<file path="src/rtl/eprom_seq_pkg.sv">
package eprom_seq_pkg;

  typedef enum logic [2:0] {
    ST_IDLE   = 3'd0,
    ST_PWR    = 3'd1,
    ST_SETUP  = 3'd2,
    ST_PULSE  = 3'd3,
    ST_HOLD   = 3'd4,
    ST_TURN   = 3'd5,
    ST_VERIFY = 3'd6
  } seq_state_t;

  // Cycles covering a span in microseconds, rounded up, never below one.
  function automatic int us_to_cycles(input int us, input int period_ps);
    int c;
    c = (us * 1000000 + period_ps - 1) / period_ps;
    return (c < 1) ? 1 : c;
  endfunction

  // Cycles covering a span in nanoseconds, rounded up, never below one.
  function automatic int ns_to_cycles(input int ns, input int period_ps);
    int c;
    c = (ns * 1000 + period_ps - 1) / period_ps;
    return (c < 1) ? 1 : c;
  endfunction

  // Counter width able to hold the value n.
  function automatic int width_for(input int n);
    int w;
    w = $clog2(n + 1);
    return (w < 1) ? 1 : w;
  endfunction

endpackage

</file>
<file path="src/rtl/eprom_span_timer.sv">
module eprom_span_timer #(
  parameter int CNT_W = 16
) (
  input  logic             clk,
  input  logic             rst_n,
  input  logic             restart,
  input  logic [CNT_W-1:0] limit,
  output logic             expired
);
  logic [CNT_W-1:0] cnt_q;

  always_ff @(posedge clk or negedge rst_n) begin
    if (!rst_n)               cnt_q <= '0;
    else if (restart)         cnt_q <= '0;
    else if (cnt_q != '1)     cnt_q <= cnt_q + 1'b1;
  end

  // Last cycle of a window that is `limit` cycles long.
  assign expired = (cnt_q == limit - 1'b1);
endmodule

</file>
<file path="src/rtl/eprom_seq_ctrl.sv">
module eprom_seq_ctrl
  import eprom_seq_pkg::*;
#(
  parameter int CNT_W     = 16,
  parameter int SETUP_CYC = 500,
  parameter int PULSE_CYC = 25000,
  parameter int HOLD_CYC  = 500,
  parameter int FLOAT_CYC = 33
) (
  input  logic             clk,
  input  logic             rst_n,
  input  logic             start,
  input  logic             vpp_good,
  input  logic             expired,
  output logic             restart,
  output logic [CNT_W-1:0] limit,
  output logic             accept,
  output logic             sample,
  output logic             done,
  output logic             busy,
  output logic             ce_n,
  output logic             oe_n,
  output logic             pgm_n,
  output logic             vpp_req,
  output logic             dq_oe
);
  seq_state_t state_q, state_d;
  logic       done_q;

  always_comb begin
    state_d = state_q;
    unique case (state_q)
      ST_IDLE:   if (start)    state_d = ST_PWR;
      ST_PWR:    if (vpp_good) state_d = ST_SETUP;
      ST_SETUP:  if (expired)  state_d = ST_PULSE;
      ST_PULSE:  if (expired)  state_d = ST_HOLD;
      ST_HOLD:   if (expired)  state_d = ST_TURN;
      ST_TURN:   if (expired)  state_d = ST_VERIFY;
      ST_VERIFY: if (expired)  state_d = ST_IDLE;
      default:                 state_d = ST_IDLE;
    endcase
  end

  // Window length for the state in progress.
  always_comb begin
    unique case (state_q)
      ST_SETUP:          limit = CNT_W'(SETUP_CYC);
      ST_PULSE:          limit = CNT_W'(PULSE_CYC);
      ST_HOLD:           limit = CNT_W'(HOLD_CYC);
      ST_TURN, ST_VERIFY: limit = CNT_W'(FLOAT_CYC);
      default:           limit = '1;
    endcase
  end

  always_ff @(posedge clk or negedge rst_n) begin
    if (!rst_n) begin
      state_q <= ST_IDLE;
      done_q  <= 1'b0;
    end else begin
      state_q <= state_d;
      done_q  <= (state_q == ST_VERIFY) && expired;
    end
  end

  assign restart = (state_d != state_q);
  assign accept  = (state_q == ST_IDLE) && start;
  assign sample  = (state_q == ST_VERIFY) && expired;
  assign done    = done_q;
  assign busy    = (state_q != ST_IDLE);
  assign ce_n    = (state_q == ST_IDLE) || (state_q == ST_PWR);
  assign oe_n    = (state_q != ST_VERIFY);
  assign pgm_n   = (state_q != ST_PULSE);
  assign vpp_req = !ce_n;
  assign dq_oe   = (state_q == ST_SETUP) || (state_q == ST_PULSE) || (state_q == ST_HOLD);

  assert_done_single_R11: assert property (@(posedge clk) disable iff (!rst_n)
    done |=> !done);
  assert_done_idle_R11: assert property (@(posedge clk) disable iff (!rst_n)
    done |-> (!busy && ce_n));
  assert_pgm_in_program_R4: assert property (@(posedge clk) disable iff (!rst_n)
    !pgm_n |-> (!ce_n && oe_n && dq_oe));
  assert_no_contention_R7: assert property (@(posedge clk) disable iff (!rst_n)
    !oe_n |-> !dq_oe);
endmodule

</file>
<file path="src/rtl/eprom_verify_cmp.sv">
module eprom_verify_cmp #(
  parameter int DATA_W = 8
) (
  input  logic              clk,
  input  logic              rst_n,
  input  logic              clear,
  input  logic              sample,
  input  logic [DATA_W-1:0] rd_data,
  input  logic [DATA_W-1:0] wr_data,
  output logic              err_flag
);
  logic mismatch;
  assign mismatch = (rd_data != wr_data);

  always_ff @(posedge clk or negedge rst_n) begin
    if (!rst_n)                   err_flag <= 1'b0;
    else if (clear)               err_flag <= 1'b0;
    else if (sample && mismatch)  err_flag <= 1'b1;
  end

  assert_err_sets_R8: assert property (@(posedge clk) disable iff (!rst_n)
    (sample && mismatch && !clear) |=> err_flag);
  assert_err_sticky_R10: assert property (@(posedge clk) disable iff (!rst_n)
    (err_flag && !clear) |=> err_flag);
endmodule

</file>
<file path="src/rtl/eprom_prog_seq.sv">
module eprom_prog_seq
  import eprom_seq_pkg::*;
#(
  parameter int ADDR_W        = 14,
  parameter int DATA_W        = 8,
  parameter int CLK_PERIOD_PS = 4000,
  parameter int SETUP_US      = 2,
  parameter int PULSE_US      = 100,
  parameter int HOLD_US       = 2,
  parameter int FLOAT_NS      = 130
) (
  input  logic              clk,
  input  logic              rst_n,
  input  logic              start,
  input  logic [ADDR_W-1:0] addr_in,
  input  logic [DATA_W-1:0] data_in,
  output logic              busy,
  output logic              done,
  output logic              verr,
  input  logic              vpp_good,
  output logic              vpp_en,
  output logic [ADDR_W-1:0] dev_addr,
  output logic [DATA_W-1:0] dq_out,
  output logic              dq_oe,
  input  logic [DATA_W-1:0] dq_in,
  output logic              dev_ce_n,
  output logic              dev_oe_n,
  output logic              dev_pgm_n
);
  localparam int SETUP_CYC = us_to_cycles(SETUP_US, CLK_PERIOD_PS);
  localparam int PULSE_CYC = us_to_cycles(PULSE_US, CLK_PERIOD_PS);
  localparam int HOLD_CYC  = us_to_cycles(HOLD_US,  CLK_PERIOD_PS);
  localparam int FLOAT_CYC = ns_to_cycles(FLOAT_NS, CLK_PERIOD_PS);
  localparam int PMIN_CYC  = us_to_cycles(100, CLK_PERIOD_PS);
  localparam int PMAX_CYC  = (200 * 1000000) / CLK_PERIOD_PS;
  localparam int CNT_W     = width_for(PMAX_CYC + 1);

  logic             restart, expired, accept, sample, vpp_req;
  logic [CNT_W-1:0] limit;
  logic [ADDR_W-1:0] addr_q;
  logic [DATA_W-1:0] data_q;

  eprom_span_timer #(.CNT_W(CNT_W)) u_timer (
    .clk(clk), .rst_n(rst_n), .restart(restart), .limit(limit), .expired(expired)
  );

  eprom_seq_ctrl #(
    .CNT_W(CNT_W), .SETUP_CYC(SETUP_CYC), .PULSE_CYC(PULSE_CYC),
    .HOLD_CYC(HOLD_CYC), .FLOAT_CYC(FLOAT_CYC)
  ) u_ctrl (
    .clk(clk), .rst_n(rst_n), .start(start), .vpp_good(vpp_good),
    .expired(expired), .restart(restart), .limit(limit), .accept(accept),
    .sample(sample), .done(done), .busy(busy), .ce_n(dev_ce_n),
    .oe_n(dev_oe_n), .pgm_n(dev_pgm_n), .vpp_req(vpp_req), .dq_oe(dq_oe)
  );

  eprom_verify_cmp #(.DATA_W(DATA_W)) u_cmp (
    .clk(clk), .rst_n(rst_n), .clear(accept), .sample(sample),
    .rd_data(dq_in), .wr_data(data_q), .err_flag(verr)
  );

  always_ff @(posedge clk or negedge rst_n) begin
    if (!rst_n) begin
      addr_q <= '0;
      data_q <= '0;
    end else if (accept) begin
      addr_q <= addr_in;
      data_q <= data_in;
    end
  end

  // Rail request is gated by the supply flag so it falls with the supply.
  assign vpp_en   = vpp_req && vpp_good;
  assign dev_addr = addr_q;
  assign dq_out   = data_q;

  // Assertion-only observers: strobe width and setup age.
  logic [CNT_W-1:0] pgm_low_cnt, setup_age;
  always_ff @(posedge clk or negedge rst_n) begin
    if (!rst_n) begin
      pgm_low_cnt <= '0;
      setup_age   <= '0;
    end else begin
      pgm_low_cnt <= dev_pgm_n ? '0 : pgm_low_cnt + 1'b1;
      if (dev_ce_n || !vpp_en || !dq_oe)  setup_age <= '0;
      else if (setup_age != '1)           setup_age <= setup_age + 1'b1;
    end
  end

  assert_pulse_width_R5: assert property (@(posedge clk) disable iff (!rst_n)
    $rose(dev_pgm_n) |-> (pgm_low_cnt >= CNT_W'(PMIN_CYC) && pgm_low_cnt <= CNT_W'(PMAX_CYC)));
  assert_setup_window_R4: assert property (@(posedge clk) disable iff (!rst_n)
    $fell(dev_pgm_n) |-> (setup_age >= CNT_W'(SETUP_CYC)));
  assert_rail_rise_R3: assert property (@(posedge clk) disable iff (!rst_n)
    $rose(vpp_en) |-> (dev_pgm_n && vpp_good));
  assert_rail_steady_R9: assert property (@(posedge clk) disable iff (!rst_n)
    (!dev_ce_n && !dev_pgm_n && $past(!dev_ce_n && !dev_pgm_n) && $stable(vpp_good))
      |-> $stable(vpp_en));
endmodule

</file>
<file path="config.mk">
export PLATFORM = sky130hd
export DESIGN_NAME = eprom_prog_seq
export DESIGN_NICKNAME = d
export VERILOG_FILES = /design/src/rtl/eprom_seq_pkg.sv /design/src/rtl/eprom_span_timer.sv /design/src/rtl/eprom_seq_ctrl.sv /design/src/rtl/eprom_verify_cmp.sv /design/src/rtl/eprom_prog_seq.sv
export SDC_FILE = /design/constraint.sdc
export NUM_CORES = 1
export LEC_CHECK = 0
export BUFFER_PORTS_ARGS = -buffer_cell sky130_fd_sc_hd__buf_2
export CAP_MARGIN = 20
export CORE_UTILIZATION = 33
export DETAILED_ROUTE_END_ITERATION = 8
export GPL_ROUTABILITY_DRIVEN = 0
export SLEW_MARGIN = 5
export SYNTH_ARGS = -nofsm -noshare
export SYNTH_HDL_FRONTEND = slang
export SYNTH_HIERARCHICAL = 1
export SYNTH_SLANG_ARGS = --single-unit
</file>
<file path="constraint.sdc">
create_clock -name clk -period 4.2 [get_ports clk]
set_clock_uncertainty 0.15 [all_clocks]
set_input_delay 0.84 -clock clk [delete_from_list [all_inputs] [get_ports clk]]
set_output_delay 0.84 -clock clk [all_outputs]
set_load 0.02 [all_outputs]
</file>
* Word level (Yosys, flattened, before mapping) *
Cells that the tools add are included.

operators by class
  add/subtract/negate cells = 2
  equality and inequality tests = 12
  multiplexer cells = 13
  reductions and logical operators = 14

operators by type and width
  kind                   number
  $pmux 16 s3            1
  $mux 16                2
  $mux 3                 7
  $pmux 3 s7             1
  $add 16x1->16 const B  1
  $eq 16x16->1           1
  $ne 16x16->1 const B   1
  $sub 16x1->16 const B  1
  $eq 3x3->1 const B     3
  $ne 8x8->1             1
  $eq 3x2->1 const B     2
  $logic_and 1x1->1      4
  $reduce_bool 2->1      2
  $reduce_or 2->1        2
  $eq 3x1->1 const B     1
  $logic_not 3->1        1
  $logic_or 1x1->1       3
  $ne 3x2->1 const B     1
  $ne 3x3->1             1
  $ne 3x3->1 const B     1
  $reduce_bool 3->1      1
  $mux 1                 2
  $logic_not 1->1        1

storage, ports and cells
  bits in registers = 43
  input bits = 34
  word-level logic and storage cells = 47

* Depth between registers and ports, before layout *
Gate-level depths: netlist (run 1).

  word-level depth = 9
  gate-level depth with buffers = 20

* Hierarchy *
Netlist (run 1), hierarchy kept.

modules (own cells, without submodules)
  module            times used  cells an instance  area an instance (um2)  sequential area each (um2)
  eprom_span_timer  1           160                1,343.8                 400.4
  eprom_prog_seq    1           47                 827.0                   550.5
  eprom_seq_ctrl    1           54                 445.4                   100.1
  eprom_verify_cmp  1           15                 127.6                   25.0

* Worst setup path before layout (run 1) *
Ideal clock, no wire load.

  path kind = register -> register
  from = reg u_ctrl.state_q[2]
  to = reg u_timer.cnt_q[13]
  arrival time = 4.162 ns
  required time = 3.973 ns
  setup slack = -0.189 ns
  cell stages (with the launch flop) = 20
  buffers on the path = 4
  period minus slack after synthesis = 4.389 ns
  cells stage by stage = dfrtp_1 buf_4 nor2b_2 o21ai_0 and2_1 buf_4 or3_1 clkbuf_4 nor3_1 xnor2_1 nor4_1 nand4_1 a211oi_2 a221o_1 buf_2 and4b_1 and4_1 a211o_1 or3_1 a21oi_1

between the ends
  word-level cells in the longest chain between the ends = 9
  elaborated cells on any way between the ends = 23

RTL lines
  element                                              line                    source
  from (decl)                                          eprom_seq_ctrl.sv:27    seq_state_t state_q, state_d;
  from (signal assigned)                               eprom_seq_ctrl.sv:60    state_q <= state_d;
  $eq 3x3->1 / $eq 3x2->1 (equally long branches)      eprom_seq_ctrl.sv:46    unique case (state_q)
  $reduce_or 2->1, on equally long branches            n/a
  $pmux 16 s3 *                                        eprom_seq_ctrl.sv:46
  named net limit[2]                                   eprom_prog_seq.sv:39    logic [CNT_W-1:0] limit;
  $sub 16x1->16 *                                      eprom_span_timer.sv:19  assign expired = (cnt_q == limit - 1'b1);
  $eq 16x16->1 *                                       eprom_span_timer.sv:19
  named net expired                                    eprom_prog_seq.sv:38    logic restart, expired, accept, sample, vpp_req;
  $mux 3, on equally long branches                     n/a
  $pmux 3 s7 *                                         eprom_seq_ctrl.sv:32    unique case (state_q)
  $ne 3x3->1 *                                         eprom_seq_ctrl.sv:65    assign restart = (state_d != state_q);
  named net restart                                    eprom_prog_seq.sv:38
  $mux 16 / $reduce_bool 2->1 (equally long branches)  n/a
  to (signal assigned)                                 eprom_span_timer.sv:15  else if (cnt_q != '1) cnt_q <= cnt_q + 1'b1;
  to (decl)                                            eprom_span_timer.sv:10  logic [CNT_W-1:0] cnt_q;

The timed path passes the listed nets; every way through them passes the cells marked *.
A chain may end at the register's enable or synchronous reset.

* Worst setup path in the final report (run 1) *
Ends and elaborated chain as after synthesis.

==> impl_metrics.py, run 1 <==
metrics = {
    "global_routing": {
        "grt.overflow.total": 0,
        "track_usage_pct": 13.4,
        "grt_pass1_wl_mm": 9.38,
        "antenna_found_initial": 0,
        "grt_pass1_vias": 2087,
        "grt_max_degree": 44,
    },
    "yosys": {
        "synth_area_per_cell_um2": 9.94,
        "yosysTopAreaCell": "dfrtp_1",
        "synth_top_area_share_pct": 39.2,
        "ys_async_sr_fraction_pct": 100,
        "synthTopCellsByCount": "dfrtp_1 (43), mux2_2 (24), xnor2_1 (23), nor2_1 (19), nand2_1 (17)",
        "seq_area_frac_synth_pct": 39.2,
        "synth_area_mm2": 0.00274,
        "ys_warn_count": 6,
        "yosys-top-cells-area": "dfrtp_1 (39%), mux2_2 (9.8%), xnor2_1 (7.3%), xor2_1 (4.1%), buf_4 (3.3%)",
        "yosysMostFrequentCell": "dfrtp_1",
        "synth_cell_types": 56,
        "synth_edf_count": 0,
        "syn_nets": 312,
        "yosys_register_bits": 43,
        "synth_flop_cell": "dfrtp_1",
        "synth_cells": 276,
    },
    "finish": {
        "layout.nets": 373,
        "drive_above_1_share_pct": 37.3,
        "antennaDiodeCount": 0,
        "area_delta_synth_final_pct": 19.7,
        "final_cells": 440,
    },
    "outcome": {
        "outcome": "finished clean",
    },
    "sta": {
        "hold_viol": 0,
        "fin_ws_ps": 217,
        "fmax_mhz": 251,
        "fin_tns_setup_ps": 0,
        "period_needed_ps": 3980,
        "final-setup-viol-count": 0,
        "whs_ps": 299,
        "rsz0062_at_grt": "true",
        "fin_crit_sh_pct": 94.8,
        "drv_slew": 0,
    },
    "worst_setup_path": {
        "critPathLaunchType": "flip-flop",
        "cp.arrival_ps": 4050,
        "worstSetupPathType": "reg -> reg",
        "critical_path.cell_chain": "nor2b_4 -> and2b_1 -> nor2_1 -> inv_1 -> ha_1 -> xor2_1 -> a21oi_1 -> a41oi_1 -> nor4_1 -> nand4_1 -> a211oi_4 -> a221o_1 -> and4b_1 -> and4_1 -> a211o_1 -> or3_1 -> a21oi_1",
        "crit_family": "simple AND/OR/NAND/NOR gates",
        "cpPeakStageDelay_ps": 470,
        "crit_slowest_cell": "dfrtp_2",
        "end_kind": "flip-flop",
        "cp_max_fo": 7,
        "cp_data_required_time_ps": 4260,
        "crit_path_frequent_cell": "a21oi_1",
        "ff2ff_path_depth": 17,
        "cp.buffers_inverters": 1,
        "cp.depth": 17,
    },
    "floorplan": {
        "die_area_mm2": 0.00868,
        "die_w_um": 93.2,
        "die_height_um": 93.2,
        "ios": 64,
        "std_cell_rows": 32,
        "start_util_pct": 34.8,
        "core_region_area_mm2": 0.00789,
    },
    "power_and_ir_drop": {
        "p_total_mw": 2.08,
        "leakagePower_nw": 1.43,
        "ir_drop_mv": 0.390,
        "powerDensity_mw_per_mm2": 632,
    },
    "route": {
        "vias_per_cell": 4.98,
        "route.detailed.drc": 0,
        "wl_per_cell_um": 12.5,
        "ant_nets": 0,
        "drt_iter0_drc": 113,
        "vias": 2193,
        "dr.pass1.iters": 4,
        "routed_wl_mm": 5.49,
    },
    "clock_network": {
        "cts_tree": "yes",
        "clockBufferDepth": 2,
        "cts_root_buf": "clkbuf_8",
        "path_clk_slew_ps": 80,
        "clock_latency_ps": 290,
        "cts_sinks": 43,
        "ctsHoldBuffers": 0,
        "cts_buffers": 5,
        "htreeDepth": 2,
    },
    "placed_design": {
        "portBuffers": 63,
        "pre_cts_ws_ps": 203,
        "dp_cells": 430,
        "hpwl_mm": 4.11,
    },
    "hold_path": {
        "min_path_type": "in -> async",
    },
    "job": {
        "maxCapViolations": 0,
    },
}
-- power breakdown --
group          internal (mW)  total, mW  switching (mW)  leakage [nW]
registers              0.557      0.667           0.110         0.541
clock network          0.192      0.329           0.137        0.0612
logic                  0.480       1.08           0.601         0.825
-- path summary, 6_finish.rpt --
kind / start / to / slack [ps]
setup / recovery: u_ctrl/state_q[2] / u_timer/cnt_q[13] / 220
hold / removal: rst_n / dev_addr[0] / 300
setup reg to reg: u_ctrl/state_q[2] / u_timer/cnt_q[13] / 220
hold reg to reg: dev_addr[10] / dev_addr[10] / 360
max in group asynchronous: rst_n / u_ctrl/state_q[2] / 3120
min in group clk: dev_addr[10] / dev_addr[10] / 360
-- cell type report --
type / count / area, µm²
Clock buffer: 6 / 82.6
Clock inverter: 2 / 35.0
Fill cell: 765 / 4600
Inverter: 8 / 30.0
Multi-Input combinational cell: 202 / 1500
Sequential cell: 43 / 1080
Tap cell: 102 / 128
Timing Repair Buffer: 77 / 433
-- what timing repair did --
action                     4_1_cts  5_1_grt
buffers inserted                 0        1
resized for setup                0        3
setup endpoints to repair        0        5
-- logic make-up (layout without fill, tap and decap cells) --
logic type	count (synthesis)	in the layout	synth area share [%]
buffers and inverters	31	93	6.98
DFF	43	43	39.2
muxes	28	28	11.4
adders and majority gates	2	2	0.912
and+or+nand+nor	96	96	20.8
xor gates and xnor gates	36	36	11.5
AOI/OAI and AO/OA	39	39	9.07
other	1	1	0.137
-- metrics by stage --
stage	area (µm²)	utilization [%]
3_3_place_gp	3140	39.8
6_report	3290	41.7
5_1_grt	3290	41.7
2_1_floorplan	2770	-
4_1_cts	3250	41.3
3_5_place_dp	3140	39.8
-- layer usage --
| metal | vias up | global-route usage [%] | wire (µm) |
|---|---|---|---|
| li1 | 1080 | - | - |
| met1 | 1050 | 16.7 | 2570 |
| met2 | 57 | 23.5 | 2610 |
| met3 | 6 | 2.68 | 245 |
| met4 | 0 | 3.72 | 57 |
| met5 | - | 0 | 0 |
-- cell usage in the layout, fill, tap and decap left out, types with 7 or more instances in the layout --
cell type,count
a21oi_1,8
buf_2,63
buf_4,13
dfrtp_1,41
inv_1,7
mux2_2,24
nand2_1,16
nand3_1,7
nor2_1,19
o21ai_0,15
xnor2_1,23
xor2_1,13
-- sequential cells by signal (all words and copies together) (netlist names) --
register        cells
u_ctrl/done         1
dev_addr           14
u_ctrl/state_q      3
u_cmp/err_flag      1
u_timer/cnt_q      16
dq_out              8
Power figures use the tool's default switching activity.
==> inputs of run 2 (changes only) <==
RECOVER_POWER = 100   (was default)
==> run 2 against run 1 <==
The run now ends with capacitance limit, slew limit left; combinational power shrank 5%; count of clock-buffer cells in the layout stayed put; worst setup slack better by 4.1 ps; first-iteration DRC count is 11% higher; via count did not move; global-route usage did not move; routed wire length increased by 0.38%; maximum frequency up 0.10%; sequential share of layout area up 0.72 points; hold slack improved by 58 ps; largest cell class unchanged; largest power group unchanged.
==> impl_metrics.py, run 2 (synthesized netlist as in run 1, its figures left out) <==
metrics = {
    "outcome": {
        "outcome": "finished, violations left",
        "violations": "capacitance limit, slew limit",
    },
    "sta": {
        "fmax_mhz": 251,
        "maxSlewHeadroom_pct": -2.60,
        "fin_crit_sh_pct": 94.7,
        "hold_viol": 0,
        "final-setup-viol-count": 0,
        "rsz0062_at_grt": "true",
        "fin_ws_ps": 221,
        "drv_slew": 30,
        "period_needed_ps": 3980,
        "fin_tns_setup_ps": 0,
        "worst_pin_slew_ps": 1540,
    },
    "power_and_ir_drop": {
        "ir_drop_mv": 0.385,
        "leakagePower_nw": 1.33,
        "swShare_pct": 41.6,
        "p_clk_share_pct": 16.2,
        "power.net_switching_mw": 0.846,
        "powerDensity_mw_per_mm2": 632,
        "p_int_mw": 1.19,
        "p_seq_share_pct": 33.0,
        "pwr-share-comb_pct": 50.8,
    },
    "clock_network": {
        "path_clk_slew_ps": 80,
        "clock_latency_ps": 290,
        "clockBufferDepth": 2,
        "cts_root_buf": "clkbuf_8",
        "ctsHoldBuffers": 0,
        "cts_buffers": 5,
        "htreeDepth": 2,
        "cts_tree": "yes",
        "cts_sinks": 43,
    },
    "route": {
        "routed_wl_mm": 5.51,
        "wl_per_cell_um": 12.5,
        "vias": 2193,
        "drt_iter0_drc": 125,
        "route.detailed.drc": 0,
        "dr.pass1.iters": 4,
        "vias_per_cell": 4.98,
        "ant_nets": 0,
    },
    "floorplan": {
        "core_region_area_mm2": 0.00789,
        "die_height_um": 93.2,
        "die_w_um": 93.2,
        "ios": 64,
        "die_area_mm2": 0.00868,
        "std_cell_rows": 32,
        "start_util_pct": 34.8,
    },
    "global_routing": {
        "track_usage_pct": 13.4,
        "grtUsageMet3_pct": 2.68,
        "grt_max_degree": 44,
        "met1_usage_pct": 16.7,
        "grt_pass1_vias": 2087,
        "antenna_found_initial": 0,
        "grt_util_met2_pct": 23.5,
        "grt_pass1_wl_mm": 9.38,
        "grt.overflow.total": 0,
        "top_usage_layer": "met2",
    },
    "placed_design": {
        "portBuffers": 63,
        "hpwl_mm": 4.11,
        "dp_cells": 430,
        "pre_cts_ws_ps": 203,
    },
    "worst_setup_path": {
        "cp.buffers_inverters": 1,
        "cpPeakStageDelay_ps": 470,
        "cp_data_required_time_ps": 4260,
        "r2r_slack_ps": 220,
        "regToRegEndpoint": "u_timer/cnt_q[13]",
        "crit_family": "simple AND/OR/NAND/NOR gates",
        "reg2reg_from": "u_ctrl/state_q[2]",
        "ff2ff_path_depth": 17,
        "critPathLaunchType": "flip-flop",
        "cp_max_fo": 7,
        "crit_slowest_cell": "dfrtp_2",
        "worstSetupPathType": "reg -> reg",
        "cp.arrival_ps": 4040,
        "crit_path_frequent_cell": "a21oi_1",
        "end_kind": "flip-flop",
        "critical_path.cell_chain": "nor2b_4 -> and2b_1 -> nor2_1 -> inv_1 -> ha_1 -> xor2_1 -> a21oi_1 -> a41oi_1 -> nor4_1 -> nand4_1 -> a211oi_4 -> a221o_1 -> and4b_1 -> and4_1 -> a211o_1 -> or3_1 -> a21oi_1",
    },
    "hold_path": {
        "hold_depth": 1,
        "min-delay-start": "dev_addr[4]",
        "holdPathEnd": "dev_addr[4]",
        "min_path_type": "reg -> reg",
    },
    "finish": {
        "largest-register": "u_timer/cnt_q",
        "final_cell_mix": "dfrtp_1 (41), buf_2 (34), clkbuf_1 (31)",
        "layout.nets": 373,
        "layout_commonest_cell": "dfrtp_1",
        "drive_above_1_share_pct": 27.2,
        "final_core_util_pct": 40.8,
        "final_cells": 440,
        "antennaDiodeCount": 0,
        "nFillCells": 778,
        "area_delta_synth_final_pct": 17.2,
        "largest_reg_flops": 16,
    },
    "job": {
        "maxCapViolations": 1,
    },
}
## run 2: timing repair
item                       4_1_cts  5_1_grt
buffers inserted                 0        1
setup endpoints to repair        0        5
resized for setup                0        3
## run 2: final cells by class
| class | count | area [µm²] | share of cell area [%] |
|---|---|---|---|
| repair buffers | 77 | 377 | 11.7 |
| flip-flops and latches | 43 | 1080 | 33.5 |
| well taps | 102 | 128 | 3.97 |
| inverters | 8 | 30.0 | 0.934 |
| multi-input cells | 202 | 1490 | 46.2 |
| clock inverters | 2 | 35.0 | 1.09 |
| clock buffers | 6 | 82.6 | 2.57 |
## run 2: how the worst max path moves through the flow
stage | end | from | cells after the start
final | u_timer/cnt_q[13] | u_ctrl/state_q[2] | 17
after global routing | u_timer/cnt_q[13] | u_ctrl/state_q[2] | 17
after CTS | u_timer/cnt_q[13] | u_ctrl/state_q[2] | 15
after detailed placement | u_timer/cnt_q[13] | u_ctrl/state_q[2] | 15
after global placement | u_timer/cnt_q[3] | u_ctrl/state_q[2] | 16
after floorplan | u_timer/cnt_q[13] | u_ctrl/state_q[2] | 19
## run 2: stage by stage
stage          power [mW]  cell area, µm²  hold WS (ps)
2_1_floorplan        1.52            2770           361
3_3_place_gp         1.73            3140           334
3_5_place_dp         1.76            3140           341
4_1_cts              2.10            3250           360
5_1_grt              2.18            3220           376
6_report             2.03            3220           357
## run 2: power by group through the flow
stage | registers [mW] | logic [mW] | clock network (mW)
floorplan | 0.796 | 0.721 | 0
global placement | 0.671 | 1.06 | 0
detailed placement | 0.674 | 1.08 | 0
CTS | 0.669 | 1.08 | 0.342
global route | 0.692 | 1.13 | 0.355
finish | 0.670 | 1.03 | 0.329
## run 2: metal layers
layer	wire (µm)	up-vias
met5	0	-
met4	57	0
met3	186	6
met2	2620	55
met1	2640	1051
li1	-	1081
==> inputs of run 3 (changes only) <==
==> constraint.sdc (replaced) <==
create_clock -name clk -period 4.2 [get_ports clk]
set_clock_uncertainty 0.15 [all_clocks]
set_input_delay 0.63 -clock clk [delete_from_list [all_inputs] [get_ports clk]]
set_output_delay 0.63 -clock clk [all_outputs]
set_load 0.02 [all_outputs]
==> run 3 against run 2 <==
The run still ends with capacitance limit, slew limit left; non-clock buffer count is the same; register-to-register slack hardly changed; first-iteration DRC count did not move; critical endpoint unchanged; final area about the same.
==> impl_metrics.py, run 3 (synthesized netlist as in run 1, its figures left out) <==
metrics = {
    "finish": {
        "multi_input_area_mm2": 0.00149,
        "final_core_util_pct": 40.8,
        "layout_commonest_cell": "dfrtp_1",
        "layout.nets": 373,
        "area_delta_synth_final_pct": 17.2,
        "nFillCells": 777,
        "antennaDiodeCount": 0,
        "seq_area_mm2": 0.00108,
        "largest_reg_flops": 16,
        "drive_above_1_share_pct": 27.5,
        "final_cells": 440,
        "final_cell_mix": "dfrtp_1 (41), buf_2 (35), clkbuf_1 (30)",
        "largest-register": "u_timer/cnt_q",
    },
    "global_routing": {
        "antenna_found_initial": 0,
        "grt_pass1_vias": 2087,
        "track_usage_pct": 13.4,
        "grt_pass1_wl_mm": 9.38,
        "grt_max_degree": 44,
        "grt.overflow.total": 0,
    },
    "worst_setup_path": {
        "cp_max_fo": 7,
        "regToRegEndpoint": "u_timer/cnt_q[13]",
        "critPathLaunchType": "flip-flop",
        "ff2ff_path_depth": 17,
        "end_kind": "flip-flop",
        "cp_data_required_time_ps": 4260,
        "reg2reg_from": "u_ctrl/state_q[2]",
        "r2r_slack_ps": 220,
        "startpoint": "u_ctrl/state_q[2]",
        "worstSetupPathType": "reg -> reg",
        "cp.arrival_ps": 4040,
    },
    "floorplan": {
        "die_height_um": 93.2,
        "core_region_area_mm2": 0.00789,
        "ios": 64,
        "die_w_um": 93.2,
        "std_cell_rows": 32,
        "die_area_mm2": 0.00868,
        "start_util_pct": 34.8,
    },
    "clock_network": {
        "cts_tree": "yes",
        "path_clk_slew_ps": 80,
        "clockBufferDepth": 2,
        "cts_buffers": 5,
        "cts_root_buf": "clkbuf_8",
        "htreeDepth": 2,
        "ctsHoldBuffers": 0,
        "cts_sinks": 43,
        "clock_latency_ps": 290,
    },
    "outcome": {
        "outcome": "finished, violations left",
        "violations": "capacitance limit, slew limit",
    },
    "placed_design": {
        "pre_cts_ws_ps": 203,
        "hpwl_mm": 4.11,
        "portBuffers": 63,
        "dp_cells": 430,
    },
    "route": {
        "ant_nets": 0,
        "route.detailed.drc": 0,
        "dr.pass1.iters": 4,
        "vias": 2194,
        "vias_per_cell": 4.99,
        "wl_per_cell_um": 12.5,
        "routed_wl_mm": 5.51,
        "drt_iter0_drc": 125,
    },
    "power_and_ir_drop": {
        "ir_drop_mv": 0.385,
        "p_int_mw": 1.19,
        "leakagePower_nw": 1.33,
        "powerDensity_mw_per_mm2": 632,
        "power.net_switching_mw": 0.846,
        "p_seq_share_pct": 33.0,
        "p_clk_share_pct": 16.2,
        "swShare_pct": 41.6,
        "pwr-share-comb_pct": 50.8,
    },
    "job": {
        "maxCapViolations": 1,
    },
    "sta": {
        "whs_ps": 235,
        "fin_crit_sh_pct": 94.8,
        "worst_pin_slew_ps": 1540,
        "maxSlewHeadroom_pct": -2.60,
        "fmax_mhz": 251,
        "fin_ws_ps": 220,
        "drv_slew": 30,
        "period_needed_ps": 3980,
        "final-setup-viol-count": 0,
        "hold_viol": 0,
        "rsz0062_at_grt": "true",
    },
    "hold_path": {
        "min_path_type": "in -> async",
    },
}
-- run 3: cell count changes in the layout (fill, tap and decap cells not counted) --
| cell | delta |
|---|---|
| clkbuf_1 | -1 |
| buf_2 | +1 |
-- run 3: layout make-up --
class | count | share of cell area (%)
clock buffer | 6 | 2.57
multi-input combinational | 202 | 46.2
inverter | 8 | 0.933
clock inverter | 2 | 1.09
tap | 102 | 3.97
timing repair buffer | 77 | 11.7
sequential | 43 | 33.5
-- run 3: timing repair --
| item | 4_1_cts | 5_1_grt |
|---|---|---|
| setup buffers | 0 | 1 |
| gates resized for setup | 0 | 3 |
| endpoints found under the setup margin | 0 | 5 |
-- run 3: power by group through the flow --
| stage | Sequential (mW) | Clock (mW) | Combinational (mW) |
|---|---|---|---|
| 2_1_floorplan | 0.796 | 0 | 0.721 |
| 3_3_place_gp | 0.671 | 0 | 1.06 |
| 3_5_place_dp | 0.674 | 0 | 1.08 |
| 4_1_cts | 0.669 | 0.342 | 1.08 |
| 5_1_grt | 0.692 | 0.355 | 1.13 |
| 6_report | 0.670 | 0.329 | 1.03 |
-- run 3: routing by layer --
layer	vias to the layer above	global-route usage (%)	routed length, µm
met1	1052	16.7	2620
met4	0	3.72	57
met3	6	2.68	203
li1	1081	-	-
met2	55	23.5	2620
met5	-	0	0
-- run 3: worst max-delay path: stages, from the launching register on --
cell	delay, ps
dfrtp_2	470
nor2b_4	160
and2b_1	160
nor2_1	120
inv_1	60
ha_1	220
xor2_1	170
a21oi_1	130
a41oi_1	60
nor4_1	310
nand4_1	180
a211oi_4	210
a221o_1	200
and4b_1	220
and4_1	220
a211o_1	330
or3_1	370
a21oi_1	150
-- run 3: per-stage QoR --
stage	TNS (ps)	total power, mW	area [µm²]
after floorplan	0	1.52	2770
after global placement	0	1.73	3140
after detailed placement	0	1.76	3140
after CTS	0	2.10	3250
after global routing	-22.7	2.18	3220
final	0	2.03	3220
-- run 3: worst max-delay path by stage --
stage	end	slack [ps]	cells past startpoint
after floorplan	u_timer/cnt_q[13]	10	19
after global placement	u_timer/cnt_q[3]	340	16
after detailed placement	u_timer/cnt_q[13]	200	15
after CTS	u_timer/cnt_q[13]	170	15
after global routing	u_timer/cnt_q[13]	-20	17
final	u_timer/cnt_q[13]	220	17
